`config.mk`:
```
export PLATFORM = sky130hd
export DESIGN_NAME = touch_key_proc
export DESIGN_NICKNAME = d
export VERILOG_FILES = /design/src/rtl/touch_key_pkg.sv /design/src/rtl/tkp_fsm.sv /design/src/rtl/tkp_reference.sv /design/src/rtl/tkp_recal_timers.sv /design/src/rtl/touch_key_proc.sv
export SDC_FILE = /design/constraint.sdc
export NUM_CORES = 1
export LEC_CHECK = 0
export BUFFER_PORTS_ARGS = -buffer_cell sky130_fd_sc_hd__buf_2
export CAP_MARGIN = 20
export CORE_MARGIN = 2
export CORE_UTILIZATION = 34
export DETAILED_ROUTE_END_ITERATION = 16
export GPL_TIMING_DRIVEN = 0
export PLACE_DENSITY = 0.55
export SLEW_MARGIN = 0
export SYNTH_ARGS = -nofsm -noshare
export SYNTH_HDL_FRONTEND = slang
export SYNTH_SLANG_ARGS = --single-unit
```
`constraint.sdc`:
```
create_clock -name clk -period 9.25 [get_ports clk]
set_input_delay 0.4625 -clock clk [delete_from_list [all_inputs] [get_ports clk]]
set_output_delay 0.4625 -clock clk [all_outputs]
set_load 0.02 [all_outputs]
```
`src/rtl/touch_key_pkg.sv`:
```
package touch_key_pkg;

    typedef enum logic [2:0] {
        ST_CALIB   = 3'd0,
        ST_IDLE    = 3'd1,
        ST_ONSET   = 3'd2,
        ST_HELD    = 3'd3,
        ST_RELEASE = 3'd4
    } key_state_e;

    // Key is reported as touched in both held and releasing states.
    function automatic logic is_touched(input key_state_e s);
        return (s == ST_HELD) || (s == ST_RELEASE);
    endfunction

endpackage

```
`src/rtl/tkp_fsm.sv`:
```
module tkp_fsm
    import touch_key_pkg::*;
#(
    parameter int ONSET_NORMAL = 6,
    parameter int ONSET_FAST   = 2,
    parameter int RELEASE_CNT  = 6
) (
    input  logic       clk,
    input  logic       rst_n,
    input  logic       sample_strobe,
    input  logic       cand_on,
    input  logic       cand_hold,
    input  logic       fast_mode,
    input  logic       recal,
    input  logic       cal_req,
    input  logic       cal_done,
    output key_state_e state_q,
    output logic       touched
);

    localparam int CNT_MAX0 = (ONSET_NORMAL > ONSET_FAST) ? ONSET_NORMAL : ONSET_FAST;
    localparam int CNT_MAX  = (CNT_MAX0 > RELEASE_CNT) ? CNT_MAX0 : RELEASE_CNT;
    localparam int CNT_W    = $clog2(CNT_MAX + 1);

    key_state_e       state_d;
    logic [CNT_W-1:0] cnt_q, cnt_d, cnt_inc, need;

    assign cnt_inc = cnt_q + 1'b1;
    assign need    = fast_mode ? CNT_W'(ONSET_FAST) : CNT_W'(ONSET_NORMAL);

    // State register
    always_ff @(posedge clk or negedge rst_n) begin
        if (!rst_n) begin
            state_q <= ST_CALIB;
            cnt_q   <= '0;
        end else begin
            state_q <= state_d;
            cnt_q   <= cnt_d;
        end
    end

    // Next-state and integrator
    always_comb begin
        state_d = state_q;
        cnt_d   = cnt_q;
        if (cal_req) begin
            state_d = ST_CALIB;
            cnt_d   = '0;
        end else if (recal) begin
            state_d = ST_IDLE;
            cnt_d   = '0;
        end else if (sample_strobe) begin
            unique case (state_q)
                ST_CALIB: begin
                    if (cal_done) state_d = ST_IDLE;
                end
                ST_IDLE: begin
                    if (cand_on) begin
                        if (need <= CNT_W'(1)) begin
                            state_d = ST_HELD;
                            cnt_d   = '0;
                        end else begin
                            state_d = ST_ONSET;
                            cnt_d   = CNT_W'(1);
                        end
                    end
                end
                ST_ONSET: begin
                    if (!cand_on) begin
                        state_d = ST_IDLE;
                        cnt_d   = '0;
                    end else if (cnt_inc >= need) begin
                        state_d = ST_HELD;
                        cnt_d   = '0;
                    end else begin
                        cnt_d = cnt_inc;
                    end
                end
                ST_HELD: begin
                    if (!cand_hold) begin
                        if (RELEASE_CNT <= 1) begin
                            state_d = ST_IDLE;
                            cnt_d   = '0;
                        end else begin
                            state_d = ST_RELEASE;
                            cnt_d   = CNT_W'(1);
                        end
                    end
                end
                ST_RELEASE: begin
                    if (cand_hold) begin
                        state_d = ST_HELD;
                        cnt_d   = '0;
                    end else if (cnt_inc >= CNT_W'(RELEASE_CNT)) begin
                        state_d = ST_IDLE;
                        cnt_d   = '0;
                    end else begin
                        cnt_d = cnt_inc;
                    end
                end
                default: begin
                    state_d = ST_IDLE;
                    cnt_d   = '0;
                end
            endcase
        end
    end

    // Outputs
    always_comb begin
        touched = is_touched(state_q);
    end

endmodule

```
`src/rtl/tkp_reference.sv`:
```
module tkp_reference
    import touch_key_pkg::*;
#(
    parameter int SAMPLE_W    = 8,
    parameter int CAL_SHIFT   = 2,
    parameter int DRIFT_UP_MS = 2000,
    parameter int DRIFT_DN_MS = 500
) (
    input  logic                       clk,
    input  logic                       rst_n,
    input  key_state_e                 state,
    input  logic                       sample_strobe,
    input  logic [SAMPLE_W-1:0]        sample,
    input  logic [SAMPLE_W-1:0]        last_sample,
    input  logic signed [SAMPLE_W:0]   delta_in,
    input  logic                       cand_on,
    input  logic                       drift_block,
    input  logic                       ms_tick,
    input  logic                       recal,
    input  logic                       cal_req,
    output logic [SAMPLE_W-1:0]        ref_q,
    output logic                       cal_done
);

    localparam int CAL_N  = 1 << CAL_SHIFT;
    localparam int SUM_W  = SAMPLE_W + CAL_SHIFT;
    localparam int CC_W   = (CAL_SHIFT > 0) ? CAL_SHIFT : 1;
    localparam int DT_MAX = (DRIFT_UP_MS > DRIFT_DN_MS) ? DRIFT_UP_MS : DRIFT_DN_MS;
    localparam int DT_W   = $clog2(DT_MAX + 1);

    logic [SUM_W-1:0] cal_sum, sum_next;
    logic [CC_W-1:0]  cal_cnt;
    logic [DT_W-1:0]  dcnt;
    logic             up_due, dn_due, d_pos, d_neg, drift_on;

    assign sum_next = cal_sum + SUM_W'(sample);
    assign cal_done = (state == ST_CALIB) && sample_strobe && !cal_req
                      && (cal_cnt == CC_W'(CAL_N - 1));
    assign up_due   = dcnt >= DT_W'(DRIFT_UP_MS);
    assign dn_due   = dcnt >= DT_W'(DRIFT_DN_MS);
    assign d_neg    = delta_in[SAMPLE_W];
    assign d_pos    = !d_neg && (delta_in != '0);
    assign drift_on = (state == ST_IDLE) && !drift_block;

    always_ff @(posedge clk or negedge rst_n) begin
        if (!rst_n) begin
            ref_q   <= '0;
            cal_sum <= '0;
            cal_cnt <= '0;
            dcnt    <= '0;
        end else if (cal_req) begin
            cal_sum <= '0;
            cal_cnt <= '0;
            dcnt    <= '0;
        end else if (recal) begin
            ref_q <= last_sample;
            dcnt  <= '0;
        end else if (state == ST_CALIB) begin
            dcnt <= '0;
            if (sample_strobe) begin
                if (cal_done) begin
                    ref_q   <= SAMPLE_W'(sum_next >> CAL_SHIFT);
                    cal_sum <= '0;
                    cal_cnt <= '0;
                end else begin
                    cal_sum <= sum_next;
                    cal_cnt <= cal_cnt + 1'b1;
                end
            end
        end else if (drift_on) begin
            if (sample_strobe) begin
                if (cand_on || (delta_in == '0)) begin
                    dcnt <= '0;
                end else if (d_pos && up_due) begin
                    ref_q <= ref_q - 1'b1;
                    dcnt  <= '0;
                end else if (d_neg && dn_due) begin
                    ref_q <= ref_q + 1'b1;
                    dcnt  <= '0;
                end
            end else if (ms_tick && (dcnt != DT_W'(DT_MAX))) begin
                dcnt <= dcnt + 1'b1;
            end
        end else begin
            dcnt <= '0;
        end
    end

endmodule

```
`src/rtl/tkp_recal_timers.sv`:
```
module tkp_recal_timers
    import touch_key_pkg::*;
#(
    parameter int NEG_RECAL_MS   = 2000,
    parameter int MAXON_SHORT_MS = 10000,
    parameter int MAXON_LONG_MS  = 60000
) (
    input  logic       clk,
    input  logic       rst_n,
    input  key_state_e state,
    input  logic       sample_strobe,
    input  logic       neg_now,
    input  logic       ms_tick,
    input  logic [1:0] maxon_sel,
    input  logic       cal_req,
    output logic       neg_flag,
    output logic       recal
);

    localparam int NEG_W  = $clog2(NEG_RECAL_MS + 1);
    localparam int ON_MAX = (MAXON_SHORT_MS > MAXON_LONG_MS) ? MAXON_SHORT_MS : MAXON_LONG_MS;
    localparam int ON_W   = $clog2(ON_MAX + 1);

    logic [NEG_W-1:0] neg_cnt;
    logic [ON_W-1:0]  on_cnt, on_last;
    logic             touched, on_en, neg_fire, on_fire;

    assign touched  = is_touched(state);
    assign on_en    = !maxon_sel[1];
    assign on_last  = maxon_sel[0] ? ON_W'(MAXON_LONG_MS - 1) : ON_W'(MAXON_SHORT_MS - 1);
    assign neg_fire = neg_flag && (neg_cnt == NEG_W'(NEG_RECAL_MS - 1));
    assign on_fire  = touched && on_en && (on_cnt == on_last);
    assign recal    = !cal_req && ms_tick && (neg_fire || on_fire);

    // Decrease window
    always_ff @(posedge clk or negedge rst_n) begin
        if (!rst_n) begin
            neg_flag <= 1'b0;
            neg_cnt  <= '0;
        end else begin
            if (cal_req || recal) begin
                neg_flag <= 1'b0;
            end else if (sample_strobe) begin
                neg_flag <= (state == ST_IDLE) && neg_now;
            end
            if (cal_req || recal || !neg_flag) begin
                neg_cnt <= '0;
            end else if (ms_tick) begin
                neg_cnt <= neg_cnt + 1'b1;
            end
        end
    end

    // Maximum on-duration
    always_ff @(posedge clk or negedge rst_n) begin
        if (!rst_n) begin
            on_cnt <= '0;
        end else if (cal_req || recal || !touched || !on_en) begin
            on_cnt <= '0;
        end else if (ms_tick) begin
            on_cnt <= on_cnt + 1'b1;
        end
    end

endmodule

```
`src/rtl/touch_key_proc.sv`:
```
module touch_key_proc
    import touch_key_pkg::*;
#(
    parameter int SAMPLE_W        = 8,
    parameter int ON_THRESH       = 10,
    parameter int HYSTERESIS      = 2,
    parameter int NEG_RECAL_DELTA = 6,
    parameter int ONSET_NORMAL    = 6,
    parameter int ONSET_FAST      = 2,
    parameter int RELEASE_CNT     = 6,
    parameter int CAL_SHIFT       = 2,
    parameter int DRIFT_UP_MS     = 2000,
    parameter int DRIFT_DN_MS     = 500,
    parameter int NEG_RECAL_MS    = 2000,
    parameter int MAXON_SHORT_MS  = 10000,
    parameter int MAXON_LONG_MS   = 60000
) (
    input  logic                       clk,
    input  logic                       rst_n,
    input  logic                       sample_valid,
    input  logic [SAMPLE_W-1:0]        sample_count,
    input  logic                       ms_tick,
    input  logic                       fast_mode,
    input  logic [1:0]                 maxon_sel,
    input  logic                       cal_req,
    output logic                       touch,
    output logic signed [SAMPLE_W:0]   delta,
    output logic                       calibrating
);

    localparam int DW = SAMPLE_W + 1;
    localparam logic signed [DW-1:0] TH_ON   = DW'(ON_THRESH);
    localparam logic signed [DW-1:0] TH_HOLD = DW'(ON_THRESH - HYSTERESIS);
    localparam logic signed [DW-1:0] TH_NEG  = DW'(-NEG_RECAL_DELTA);

    key_state_e              state;
    logic [SAMPLE_W-1:0]     ref_lvl, last_sample;
    logic signed [DW-1:0]    delta_in, delta_last;
    logic                    cand_on, cand_hold, neg_now, neg_flag, recal, cal_done;

    assign delta_in   = $signed({1'b0, ref_lvl}) - $signed({1'b0, sample_count});
    assign delta_last = $signed({1'b0, ref_lvl}) - $signed({1'b0, last_sample});
    assign cand_on    = delta_in >= TH_ON;
    assign cand_hold  = delta_in >= TH_HOLD;
    assign neg_now    = delta_in <= TH_NEG;

    always_ff @(posedge clk or negedge rst_n) begin
        if (!rst_n) begin
            last_sample <= '0;
        end else if (sample_valid) begin
            last_sample <= sample_count;
        end
    end

    tkp_fsm #(
        .ONSET_NORMAL (ONSET_NORMAL),
        .ONSET_FAST   (ONSET_FAST),
        .RELEASE_CNT  (RELEASE_CNT)
    ) u_fsm (
        .clk           (clk),
        .rst_n         (rst_n),
        .sample_strobe (sample_valid),
        .cand_on       (cand_on),
        .cand_hold     (cand_hold),
        .fast_mode     (fast_mode),
        .recal         (recal),
        .cal_req       (cal_req),
        .cal_done      (cal_done),
        .state_q       (state),
        .touched       (touch)
    );

    tkp_reference #(
        .SAMPLE_W    (SAMPLE_W),
        .CAL_SHIFT   (CAL_SHIFT),
        .DRIFT_UP_MS (DRIFT_UP_MS),
        .DRIFT_DN_MS (DRIFT_DN_MS)
    ) u_ref (
        .clk           (clk),
        .rst_n         (rst_n),
        .state         (state),
        .sample_strobe (sample_valid),
        .sample        (sample_count),
        .last_sample   (last_sample),
        .delta_in      (delta_in),
        .cand_on       (cand_on),
        .drift_block   (neg_flag || neg_now),
        .ms_tick       (ms_tick),
        .recal         (recal),
        .cal_req       (cal_req),
        .ref_q         (ref_lvl),
        .cal_done      (cal_done)
    );

    tkp_recal_timers #(
        .NEG_RECAL_MS   (NEG_RECAL_MS),
        .MAXON_SHORT_MS (MAXON_SHORT_MS),
        .MAXON_LONG_MS  (MAXON_LONG_MS)
    ) u_tmr (
        .clk           (clk),
        .rst_n         (rst_n),
        .state         (state),
        .sample_strobe (sample_valid),
        .neg_now       (neg_now),
        .ms_tick       (ms_tick),
        .maxon_sel     (maxon_sel),
        .cal_req       (cal_req),
        .neg_flag      (neg_flag),
        .recal         (recal)
    );

    // Outputs
    always_comb begin
        calibrating = (state == ST_CALIB);
        delta       = calibrating ? '0 : delta_last;
    end

endmodule

```
==> flow_metrics.tcl <==
set metrics [dict create \
    min_path_type "in2reg" \
    synth.avg_cell_area_um2 8.76 \
    min_period_over_period 0.536 \
    htreeDepth 3 \
    dr.first_iter.drc_count 254 \
    antenna_found_initial 0 \
    worstPathCellList "inv_1 > ha_1 > inv_1 > fa_1 > a21o_1 > a221oi_4 > xor2_2 > and2_4 > a311oi_2 > ha_1 > a21o_1 > a211oi_1 > nor2_1 > o41ai_1 > xnor2_1 > xnor2_1 > a211o_1 > a31oi_1" \
    synthTopCellsByCount "dfrtp_1, nor2_1, nand2_1" \
    synth_cell_types 79 \
    drive_gt1_frac 0.110 \
    cp-start-kind "flop" \
    yosysTopAreaCellShare 0.332 \
    clockBufferDepth 2 \
    ir_worst_vdd_v 0.000101 \
    die_area_um2 17200 \
    yosysMostFrequentCell "dfrtp_1" \
    critical_path_arrival_ns 5.22 \
    fin_cells 888 \
    pwr-share-clk 0.292 \
    pin_count 27 \
    place_area_um2 5940 \
    timing_max_transition_violations_final 0 \
    cp_slowest_cell "a311oi_2" \
    viasPerCell 5.27 \
    area_delta_synth_final_pct 14.0 \
    max_slew_margin 0.475 \
    finalWirelength_um 13300 \
    clk_pin_slew_worst_paths_ns 0.06 \
    grt.total_usage 0.160 \
    grt_pass1_vias 4619 \
    row_count 46 \
    synth_xor_area_frac 0.0650 \
    core_area_um2 15900 \
    initial_core_util 0.347 \
    ys_seq_area_frac 0.332 \
    p_seq_frac 0.284 \
    status "complete, no violations" \
    clk_latency_ns 0.34 \
    port_buffers 25 \
    leakage_nw 2.77 \
    wl_per_cell_um 15.0 \
    crit_buf_inv 2 \
    antenna_cells 0 \
    rsz0062_at_grt "false" \
    die_y_um 131 \
    p_int_uw 818 \
    fmax_ghz 0.202 \
    crit_cells 18 \
    synthArstFlopShare 1.00 \
    fin_area_um2 6280 \
    synth_area_leader_cell "dfrtp_1" \
    cts_sinks 73 \
    first_pass_iters 4 \
    nFillCells 1642 \
    skew_ns 0.00668 \
    cts-resized-gates 0 \
    crit_fanout 8 \
    hpwl_um 10200 \
    power_switching_share 0.390 \
    whs_path_depth 2 \
    synthTopCellsByArea "dfrtp_1, ha_1, nor2_1" \
    synthesis.nets 688 \
    synth_area_um2 5510 \
    postRouteAntennaNets 0 \
    tightest_slew_ns 0.787 \
    grt_max_degree 66 \
    numCtsBuffers 9 \
    setup_viol 0 \
    critPathCaptureType "flop" \
    cts_tree "done" \
    drc 0 \
    synth_mux_area_frac 0.0336 \
    grt_first_pass_wirelength_um 22600 \
    min_period_ns 4.95 \
    root_buffer "clkbuf_16" \
    synth_top_family_by_area "simple AND/OR/NAND/NOR gates" \
    synthAdderAreaFrac 0.103 \
    crit_family "compound AO/OA/AOI/OAI gates" \
    post_cts_buffers 0 \
    dp.cells 872 \
    dr_total_vias 4677 \
    place_congestion 0.837 \
    synth-edff-count 0 \
    power_density_nw_per_um2 214 \
    synth-main-ff-cell "dfrtp_1" \
    final_hold_viol_count 0 \
    switching_power_uw 524 \
    synth_compound_area_frac 0.210 \
    cap_violations 0 \
    r2r_cells 18 \
    nets 727 \
    synth_cells 629 \
    finalSetupTns_ns 0 \
    synthSimpleGateAreaFrac 0.214 \
    p_comb_frac 0.424 \
    fp.dieW_um 131 \
    crit_required_ns 9.52 \
    max_stage_delay_ns 0.71 \
    critPathKind "reg2reg" \
    grt_overflow 0 \
    synth_seq_cells 73 \
    synth_warnings 0 \
]
[path summary, 6_finish.rpt]
kind	from	endpoint	slack, ns
setup / recovery	u_ref.ref_q[0]	u_ref.ref_q[7]	4.30
hold / removal	cal_req	u_ref.cal_cnt[1]	0.38
setup reg to reg	u_ref.ref_q[0]	u_ref.ref_q[7]	4.30
hold reg to reg	u_ref.dcnt[8]	u_ref.dcnt[8]	0.49
max in group asynchronous	rst_n	last_sample[6]	8.22
min in group asynchronous	rst_n	u_tmr.on_cnt[9]	0.48
[power groups by stage]
stage,Clock (mW),Sequential (mW),Combinational (mW)
2_1_floorplan,0,0.376,0.431
3_3_place_gp,0,0.386,0.556
3_5_place_dp,0,0.386,0.567
4_1_cts,0.400,0.381,0.572
5_1_grt,0.414,0.386,0.634
6_report,0.392,0.381,0.569
[state kept, by name (all words and copies together), names as in the netlist]
name and flops:
u_tmr.neg_flag 1, u_ref.cal_cnt 2, u_ref.dcnt 11, last_sample 8
u_ref.cal_sum 10, u_fsm.state_q 3, u_fsm.cnt_q 3, u_tmr.on_cnt 16
u_ref.ref_q 8, u_tmr.neg_cnt 11
[metal layers]
layer	part of all wire	global-route usage
met5	0	0
met4	0.017	0.0501
met3	0.037	0.0367
met2	0.47	0.268
met1	0.47	0.207
[what timing repair did]
action | CTS | global route
hold buffers | 1 | 0
setup endpoints to repair | 0 | 0
endpoints found under the hold margin | 8 | 0
[layout by cell type (no fill, tap or decap), types with 22 or more instances in the layout]
cell type,instances
buf_2,28
nor2_1,61
o21ai_0,37
nor3_1,22
nand2_1,55
a21oi_1,37
ha_1,39
nand3_1,23
dfrtp_1,73
inv_1,42
[logic make-up after synthesis]
group,count (synthesis)
simple gates,235
compound gates,163
flops,73
buf+inv,59
fa+ha+maj,43
xor+xnor,40
mux,16
[cell type report]
cell class / count / area, µm² / share of cell area
clock inverters: 4 / 76.3 / 0.0122
clock buffers: 11 / 253 / 0.0402
plain buffers: 17 / 80.1 / 0.0128
repair buffers: 28 / 173 / 0.0275
well taps: 216 / 270 / 0.0430
flip-flops and latches: 73 / 1830 / 0.291
multi-input cells: 497 / 3440 / 0.548
inverters: 42 / 158 / 0.0251
[metrics by stage]
step           setup slack [ns]  hold slack [ns]  power (mW)  utilization
2_1_floorplan              5.00            0.167       0.807            -
3_3_place_gp               4.38            0.485       0.942        0.372
3_5_place_dp               4.33            0.304       0.954        0.374
4_1_cts                    4.30            0.364        1.35        0.395
5_1_grt                    3.91            0.387        1.43        0.395
6_report                   4.30            0.381        1.34        0.395
Power figures use the tool's default switching activity.
